File: src/rtl/ccw_pkg.sv
package ccw_pkg;
    localparam int NLANE   = 4;
    localparam int FW      = 32;
    localparam int EXP_W   = 8;
    localparam int MAN_W   = 23;
    localparam int SEL_W   = $clog2(NLANE);

    typedef enum logic [1:0] {
        CC_EQ = 2'b00,
        CC_LT = 2'b01,
        CC_GT = 2'b10,
        CC_UN = 2'b11
    } cc_e;

    typedef enum logic [2:0] {
        T_TR = 3'd0,
        T_FL = 3'd1,
        T_EQ = 3'd2,
        T_NE = 3'd3,
        T_LT = 3'd4,
        T_GE = 3'd5,
        T_LE = 3'd6,
        T_GT = 3'd7
    } test_e;
endpackage

File: src/rtl/ccw_classify.sv
module ccw_classify
    import ccw_pkg::*;
(
    input  logic [FW-1:0] value,
    output cc_e           code
);
    logic              sgn;
    logic [EXP_W-1:0]  expo;
    logic [MAN_W-1:0]  man;

    assign sgn  = value[FW-1];
    assign expo = value[FW-2 -: EXP_W];
    assign man  = value[MAN_W-1:0];

    // NaN first, then signed zero, then sign decides.
    always_comb begin
        if (&expo && |man)
            code = CC_UN;
        else if (expo == '0 && man == '0)
            code = CC_EQ;
        else if (sgn)
            code = CC_LT;
        else
            code = CC_GT;
    end
endmodule

File: src/rtl/ccw_lane_test.sv
module ccw_lane_test
    import ccw_pkg::*;
(
    input  cc_e   code,
    input  test_e rule,
    output logic  pass
);
    always_comb begin
        unique case (rule)
            T_TR: pass = 1'b1;
            T_FL: pass = 1'b0;
            T_EQ: pass = (code == CC_EQ);
            T_NE: pass = (code != CC_EQ);
            T_LT: pass = (code == CC_LT);
            T_GE: pass = (code == CC_GT) || (code == CC_EQ);
            T_LE: pass = (code == CC_LT) || (code == CC_EQ);
            T_GT: pass = (code == CC_GT);
            default: pass = 1'b0;
        endcase
    end

    // an unordered code passes only the not-equal rule (and always).
    always_comb begin
        if (code == CC_UN && rule != T_NE && rule != T_TR)
            a_r4_un_fails_ordered: assert (pass !== 1'b1);
    end
endmodule

File: src/rtl/ccw_top.sv
module ccw_top
    import ccw_pkg::*;
(
    input  logic                clk,
    input  logic                rst_n,
    input  logic                cc_init,
    input  logic                wr_stb,
    input  logic [NLANE*FW-1:0] result_i,
    input  logic [NLANE*FW-1:0] dest_i,
    input  logic [NLANE-1:0]    wmask_i,
    input  logic [NLANE*SEL_W-1:0] cc_swz_i,
    input  logic [2:0]          cc_test_i,
    input  logic                cc_upd_i,
    output logic [NLANE*FW-1:0] dest_o,
    output logic [NLANE*2-1:0]  cc_o,
    output logic                kill_o
);
    cc_e              cc_q   [NLANE];
    cc_e              tested [NLANE];
    cc_e              fresh  [NLANE];
    logic [NLANE-1:0] pass;
    logic [NLANE-1:0] lane_en;
    test_e            rule;

    assign rule = test_e'(cc_test_i);

    for (genvar i = 0; i < NLANE; i++) begin : g_lane
        // permute before testing
        assign tested[i] = cc_q[cc_swz_i[i*SEL_W +: SEL_W]];

        ccw_lane_test u_test (
            .code (tested[i]),
            .rule (rule),
            .pass (pass[i])
        );

        ccw_classify u_cls (
            .value (result_i[i*FW +: FW]),
            .code  (fresh[i])
        );

        assign lane_en[i] = wmask_i[i] & pass[i];
        assign dest_o[i*FW +: FW] = lane_en[i] ? result_i[i*FW +: FW]
                                               : dest_i[i*FW +: FW];
        assign cc_o[2*i +: 2] = cc_q[i];

        a_r6_masked_lane_holds: assert property (@(posedge clk) disable iff (!rst_n)
            !wmask_i[i] |-> dest_o[i*FW +: FW] == dest_i[i*FW +: FW]);

        a_r7_unwritten_code_holds: assert property (@(posedge clk) disable iff (!rst_n)
            (wr_stb && !cc_init && !(wmask_i[i] && pass[i])) |=> cc_o[2*i +: 2] == $past(cc_o[2*i +: 2]));
    end

    assign kill_o = |pass;

    // condition-code register
    always_ff @(posedge clk or negedge rst_n) begin
        if (!rst_n) begin
            for (int i = 0; i < NLANE; i++) cc_q[i] <= CC_EQ;
        end else if (cc_init) begin
            for (int i = 0; i < NLANE; i++) cc_q[i] <= CC_EQ;
        end else if (wr_stb && cc_upd_i) begin
            for (int i = 0; i < NLANE; i++)
                if (lane_en[i]) cc_q[i] <= fresh[i];
        end
    end

    a_r1_init_clears: assert property (@(posedge clk) disable iff (!rst_n)
        cc_init |=> cc_o == '0);

    a_r5_never_no_kill: assert property (@(posedge clk) disable iff (!rst_n)
        (cc_test_i == 3'd1) |-> !kill_o);

    a_r7_no_update_stable: assert property (@(posedge clk) disable iff (!rst_n)
        (!cc_init && !(wr_stb && cc_upd_i)) |=> $stable(cc_o));
endmodule

File: config.mk
export PLATFORM = sky130hd
export DESIGN_NAME = ccw_top
export DESIGN_NICKNAME = d
export VERILOG_FILES = /design/src/rtl/ccw_pkg.sv /design/src/rtl/ccw_classify.sv /design/src/rtl/ccw_lane_test.sv /design/src/rtl/ccw_top.sv
export SDC_FILE = /design/constraint.sdc
export NUM_CORES = 1
export LEC_CHECK = 0
export ABC_AREA = 1
export ABC_CLOCK_PERIOD_IN_PS = 5200
export BUFFER_PORTS_ARGS = -buffer_cell sky130_fd_sc_hd__buf_2
export CAP_MARGIN = 10
export CORE_AREA = 2 2 159 161
export DETAILED_ROUTE_END_ITERATION = 8
export DIE_AREA = 0 0 161 163
export PLACE_DENSITY = 0.4
export SYNTH_ARGS = -nofsm -noshare
export SYNTH_HDL_FRONTEND = slang
export SYNTH_SLANG_ARGS = --single-unit
File: constraint.sdc
create_clock -name clk -period 5.2 [get_ports clk]
set_clock_uncertainty 0.05 [all_clocks]
set_input_delay 1.04 -clock clk [delete_from_list [all_inputs] [get_ports clk]]
set_output_delay 1.04 -clock clk [all_outputs]
set_load 0.01 [all_outputs]
Yosys cells after proc, flatten, opt, wreduce, memory -nomap -nowiden
Cells that the tools add are included.

Flip-flop bits (word level): 8. Latch bits: 0. RAM bits: 0. Bits in read-only memories: 0. Input port bits: 276. Output and inout bits: 137. Memories: 0.

Add/subtract/negate cells: 0. Multipliers: 0. Div/mod/pow operators: 0. $lt $le $gt $ge: 4. Equality and inequality tests: 15. Shifts and indexed selects: 0. Muxes and demuxes: 38. Bitwise operators: 8. Reduce and logical (&&, ||, !) cells: 52.

Operators with widths (number): 32-bit 2-to-1 mux (4); 23-bit zero test (4); 23-bit OR reduction (4); 2-bit 2-to-1 mux (24); 8-bit zero test (4); 1-bit one-hot mux with 8 select lines (4); 8-bit AND reduction (4); 2-bit nonzero test (9); 2-bit binary-select mux with 2-bit select (4); 8-bit 2-to-1 mux (2); 3-bit == test (second input constant) (4); 3-bit greater-or-equal comparator (second input constant) (4); 2-bit NOT with 3-bit output (4); 1-bit logical AND (9); 2-bit by 1-bit == test with 1-bit output (second input constant) (4); 2-bit == test (second input constant) (4); 2-bit zero test (4); 1-bit logical OR (8); 2-bit AND reduction (4); 3-bit by 2-bit == test with 1-bit output (second input constant) (2); 1-bit bitwise AND (4); 4-bit OR reduction (1); 3-bit by 1-bit == test with 1-bit output (second input constant) (1); 3-bit zero test (1).

Logic depth before layout (Yosys ltp)
Depth in word-level cells: 11. Mapped depth: 14. Mapped depth without buffers: 14.

Hierarchy
A second synthesis with hierarchy kept.

Cells, all modules: 800. Area, all modules: 3642.2 um^2.

By module, submodules not included: ccw_top (times used 1, cells an instance 568, area an instance 2656.3 um^2, sequential area each 200.2 um^2); ccw_classify (times used 4, cells an instance 39, area an instance 167.7 um^2, sequential area each 0.0 um^2); ccw_lane_test (times used 4, cells an instance 19, area an instance 78.8 um^2, sequential area each 0.0 um^2).

Worst setup path before layout
Ideal clock, no wire load.

Kind: input to output. From: input port cc_test_i[0]. To: output port dest_o[55]. Arrival time: 2.192 ns. Required time: 4.110 ns. Slack: 1.918 ns. Stages: 12. Path buffers: 1. Cells stage by stage: inv_2 -> nand2_1 -> nor2_1 -> nand2_1 -> nand2_1 -> nand2_1 -> nand2_1 -> nor2_2 -> nor2_4 -> inv_6 -> buf_4 -> o21ai_1.

Word-level cells in the longest chain between the ends: 4. Elaborated cells between the ends (all ways): 11. Classes of those cells: eq/ne: 7; mux: 2; bitwise: 1; reduce/logical: 1.

RTL lines: start: declaration (line ccw_top.sv:12) `input logic [2:0] cc_test_i,`; 3-bit == test, or another cell as far along (line ccw_lane_test.sv:9) `unique case (rule)`; 1-bit one-hot mux with 8 select lines (*) (line ccw_lane_test.sv:9); 1-bit bitwise AND (*) (line ccw_top.sv:42) `assign lane_en[i] = wmask_i[i] & pass[i];`; 32-bit 2-to-1 mux (*) (line ccw_top.sv:43) `assign dest_o[i*FW +: FW] = lane_en[i] ? result_i[i*FW +: FW]`; end: declaration (line ccw_top.sv:14) `output logic [NLANE*FW-1:0] dest_o,`.

Every way passes the cells marked *; elsewhere a longest branch is shown, timed or not.

Final worst setup path
From: input port cc_swz_i[6]. To: output port dest_o[119].

Word-level cells in the longest chain between the ends: 9. Elaborated cells between the ends (all ways): 13. Classes of those cells: eq/ne: 2; mux: 5; bitwise: 2; reduce/logical: 4.

RTL lines: start: declaration (line ccw_top.sv:11) `input logic [NLANE*SEL_W-1:0] cc_swz_i,`; 2-bit NOT with 3-bit output (not written as such) (*) (line ccw_top.sv:29) `assign tested[i] = cc_q[cc_swz_i[i*SEL_W +: SEL_W]];`; 2-bit binary-select mux with 2-bit select (*) (line ccw_top.sv:29); 2-bit 2-to-1 mux (not written as such) (*) (2 in series) (line ccw_top.sv:29); 2-bit by 1-bit == test with 1-bit output, or another cell as far along (line ccw_lane_test.sv:14, ccw_lane_test.sv:16); 1-bit logical OR (on tied branches) (line ccw_lane_test.sv:16, ccw_lane_test.sv:15); 1-bit one-hot mux with 8 select lines (*) (line ccw_lane_test.sv:9); 1-bit bitwise AND (*) (line ccw_top.sv:42); 32-bit 2-to-1 mux (*) (line ccw_top.sv:43).

Every way passes the cells marked *; elsewhere a longest branch is shown, timed or not. The select of a mux whose other input is x is not followed.

==> summary.txt <==
Run status
  • Status: complete, no violations

Yosys
  • Synth Warn #: 0
  • Mux share of post-synthesis cell area: 0%
  • Synth Instances: 738
  • Average size of a mapped cell: ~4.8 µm²
  • Post-Synthesis Cell Area: roughly 0.0036 mm²
  • Synth Area in Simple Gates: 55.1%
  • Most common flop cell mapped by yosys: dfrtp_1
  • Yosys cell types: 27
  • Largest family of logic cells by synthesized area: simple AND/OR/NAND/NOR gates
  • FFs w/ async S/R, synth: 100%
  • Syn nets: 1014
  • EDFF count, synth: 0
  • Post-Synth Adder-Cell Area: 0%
  • XOR/XNOR share of the synthesized area: 0%
  • Register area share after synthesis: 5.63%
  • Compound-gate portion of the synthesized area: 18.6%
  • Yosys reg bits: 8

Power
  • Comb pwr share: 74.1%
  • Internal power: 0.391 mW
  • Pwr/cell area: between 100 and 150 mW/mm²
  • Total Power: 0.756 mW
  • Static leakage: 3.84 nW
  • Switching part of the total: 48.3%
  • Flop pwr share: 9.0%
  • Psw: 0.365 mW
  • VDD IR max: 0.0662 mV
  • Clock power share: ~17%

Global route
  • Global-route wire length before repair: 30.2 mm
  • Initial antenna violation count: 0
  • Global route overflow: 0
  • Total GRT Usage: between 10% and 20%
  • Largest net degree at the start of global routing: between 60 and 70
  • Number of global-route vias before repair: 5582

STA
  • Max Clk Rate: 0.236 GHz
  • Setup_tns: 0 ps
  • Worst slew pin tran: a little over 600 ps
  • Final Max Slew Viols: 0
  • Crit path time final: roughly 4200 ps
  • Period utilization: about four fifths
  • Slew margin rel.: 59.3%
  • RSZ-0062 raised after global routing: false
  • Hold_ws: 602 ps
  • Setup ws final: between 900 and 1000 ps
  • Final hold violation count: 0
  • Final setup fails: 0

Layout
  • Layout cells sized above 1: 41.8%
  • Core Util, Final: 24.1%
  • Finished Cell Area: 0.00594 mm²
  • Post-Layout Cell Count: 1459
  • Max FFs per register: 8
  • Final net count: 1407
  • Inserted Diodes: 0
  • # fillers: 3013
  • Layout area overhead: 67.3%

Critical path
  • Worst Path Max Fanout: 42
  • Critical path endpoint category: output pin
  • Req. time, crit path: ~4100 ps
  • Arr. time, crit path: 3150 ps
  • Startpoint types: input pin
  • Setup Crit Path Kind: input pin to output pin

Die
  • Effective utilization at floorplan: between 10% and 20%
  • Die Width: 161 µm
  • I/O Pins: 413
  • Core ar.: around 0.025 mm²
  • Row cnt: 58
  • DIE AREA: approximately 0.026 mm²
  • Die Ht: 163 µm

Clock network
  • Worst-Skew Late Latency: roughly 230 ps
  • Root buffer cell: clkbuf_16
  • CTS sink cnt: 8
  • Max clock buf depth: 2
  • Post-CTS Setup Repair Bufs: 0
  • Total CTS buffers: 3
  • CTS tree: done
  • Post-CTS resize count: 0
  • Clk slew on worst S/H paths: 40 ps
  • Post-CTS Hold Buffers: 0
  • H-tree Lvls: 1

Routing
  • Wirelength per Cell: between 10 and 15 µm
  • DRC Markers: 0
  • WL final: 20.3 mm
  • Starting DRT DRC Count: 249
  • Initial DRT Pass Iterations: 4
  • Via/cell ratio: roughly 4.0
  • Number of routed nets with antenna violations: 0
  • Vias: 5894

Placement
  • Place WS: 976 ps
  • HPWL after DPL: 17.8 mm
  • Placed cells: 1456
  • Port Buffers: 412
  • Dpl cell area: around 0.006 mm²
  • Gpl congestion: around 0.86

Job
  • MaxCap Viol Count: 0

Min path
  • Hold Crit Class: input pin to async pin
-- synthesized netlist by cell type (8+ instances only) --
cell type | n | area, µm²
dfrtp_1 | 8 | 200
o21ai_1 | 94 | 470
inv_1 | 130 | 488
inv_2 | 9 | 33.8
nand2_2 | 13 | 81.3
nand2_1 | 268 | 1010
nor4_1 | 9 | 56.3
nand3_1 | 80 | 400
nor2_1 | 29 | 109
buf_2 | 11 | 55.1
nand4_1 | 34 | 213
o21ai_2 | 20 | 175
-- worst max-delay path, stage by stage --
cell	delay (ps)
buf_2	130
inv_2	70
nand2_1	60
nand3_1	110
nand2_1	100
nand3_1	100
nand3_1	100
nor2_1	230
nor2_2	110
inv_2	470
buf_4	300
nand2_1	70
o21ai_1	80
buf_2	150
-- power by group through the flow --
stage / registers, mW / clock network [mW] / logic, mW
2_1_floorplan: 0.0674 / 0 / 0.302
3_3_place_gp: 0.0690 / 0 / 0.565
3_5_place_dp: 0.0688 / 0 / 0.563
4_1_cts: 0.0680 / 0.131 / 0.566
5_1_grt: 0.0684 / 0.133 / 0.625
6_report: 0.0679 / 0.128 / 0.560
-- routing by layer --
metal  track usage, %  vias up  part of all wire (%)  wire, µm
li1                 -     3135                     -         -
met1             18.9     2538                    44      8930
met2             26.0      202                    50     10100
met3             2.01       19                   5.1      1030
met4             2.39        0                   1.1       231
met5                0        -                     0         0
-- placed cells by master (no fill, tap or decap), drive strengths merged --
master    n
buf     415
clkinv    1
nor3      2
nor2     35
nand2   281
a21oi     2
clkbuf    3
nand4    34
dfrtp     8
o21ai   115
nor4      9
inv     141
nand3    83
-- kinds of logic after synthesis --
group | after synthesis
AO/OA/AOI/OAI | 117
buffers and inverters | 169
flip-flops | 8
AND/OR/NAND/NOR | 444
-- layout make-up --
cell class	instances	area [µm²]	area share [%]
Multi-Input combinational cell	561	2620	44.1
Sequential cell	8	200	3.37
Timing Repair Buffer	415	2100	35.3
Tap cell	330	413	6.95
Clock buffer	3	75.1	1.26
Inverter	142	541	9.09
-- path summary, 6_finish.rpt --
path	startpoint	endpoint	slack (ps)	depth (start not counted)
setup / recovery	cc_swz_i[6]	dest_o[119]	960	14
hold / removal	rst_n	cc_o[3]	600	1
setup reg to reg	cc_o[1]	cc_o[1]	3320	12
hold reg to reg	cc_o[3]	cc_o[3]	640	2
max in group asynchronous	rst_n	cc_o[4]	4320	1
min in group clk	cc_o[3]	cc_o[3]	640	2
No activity file was read; power rests on OpenSTA's default activity.
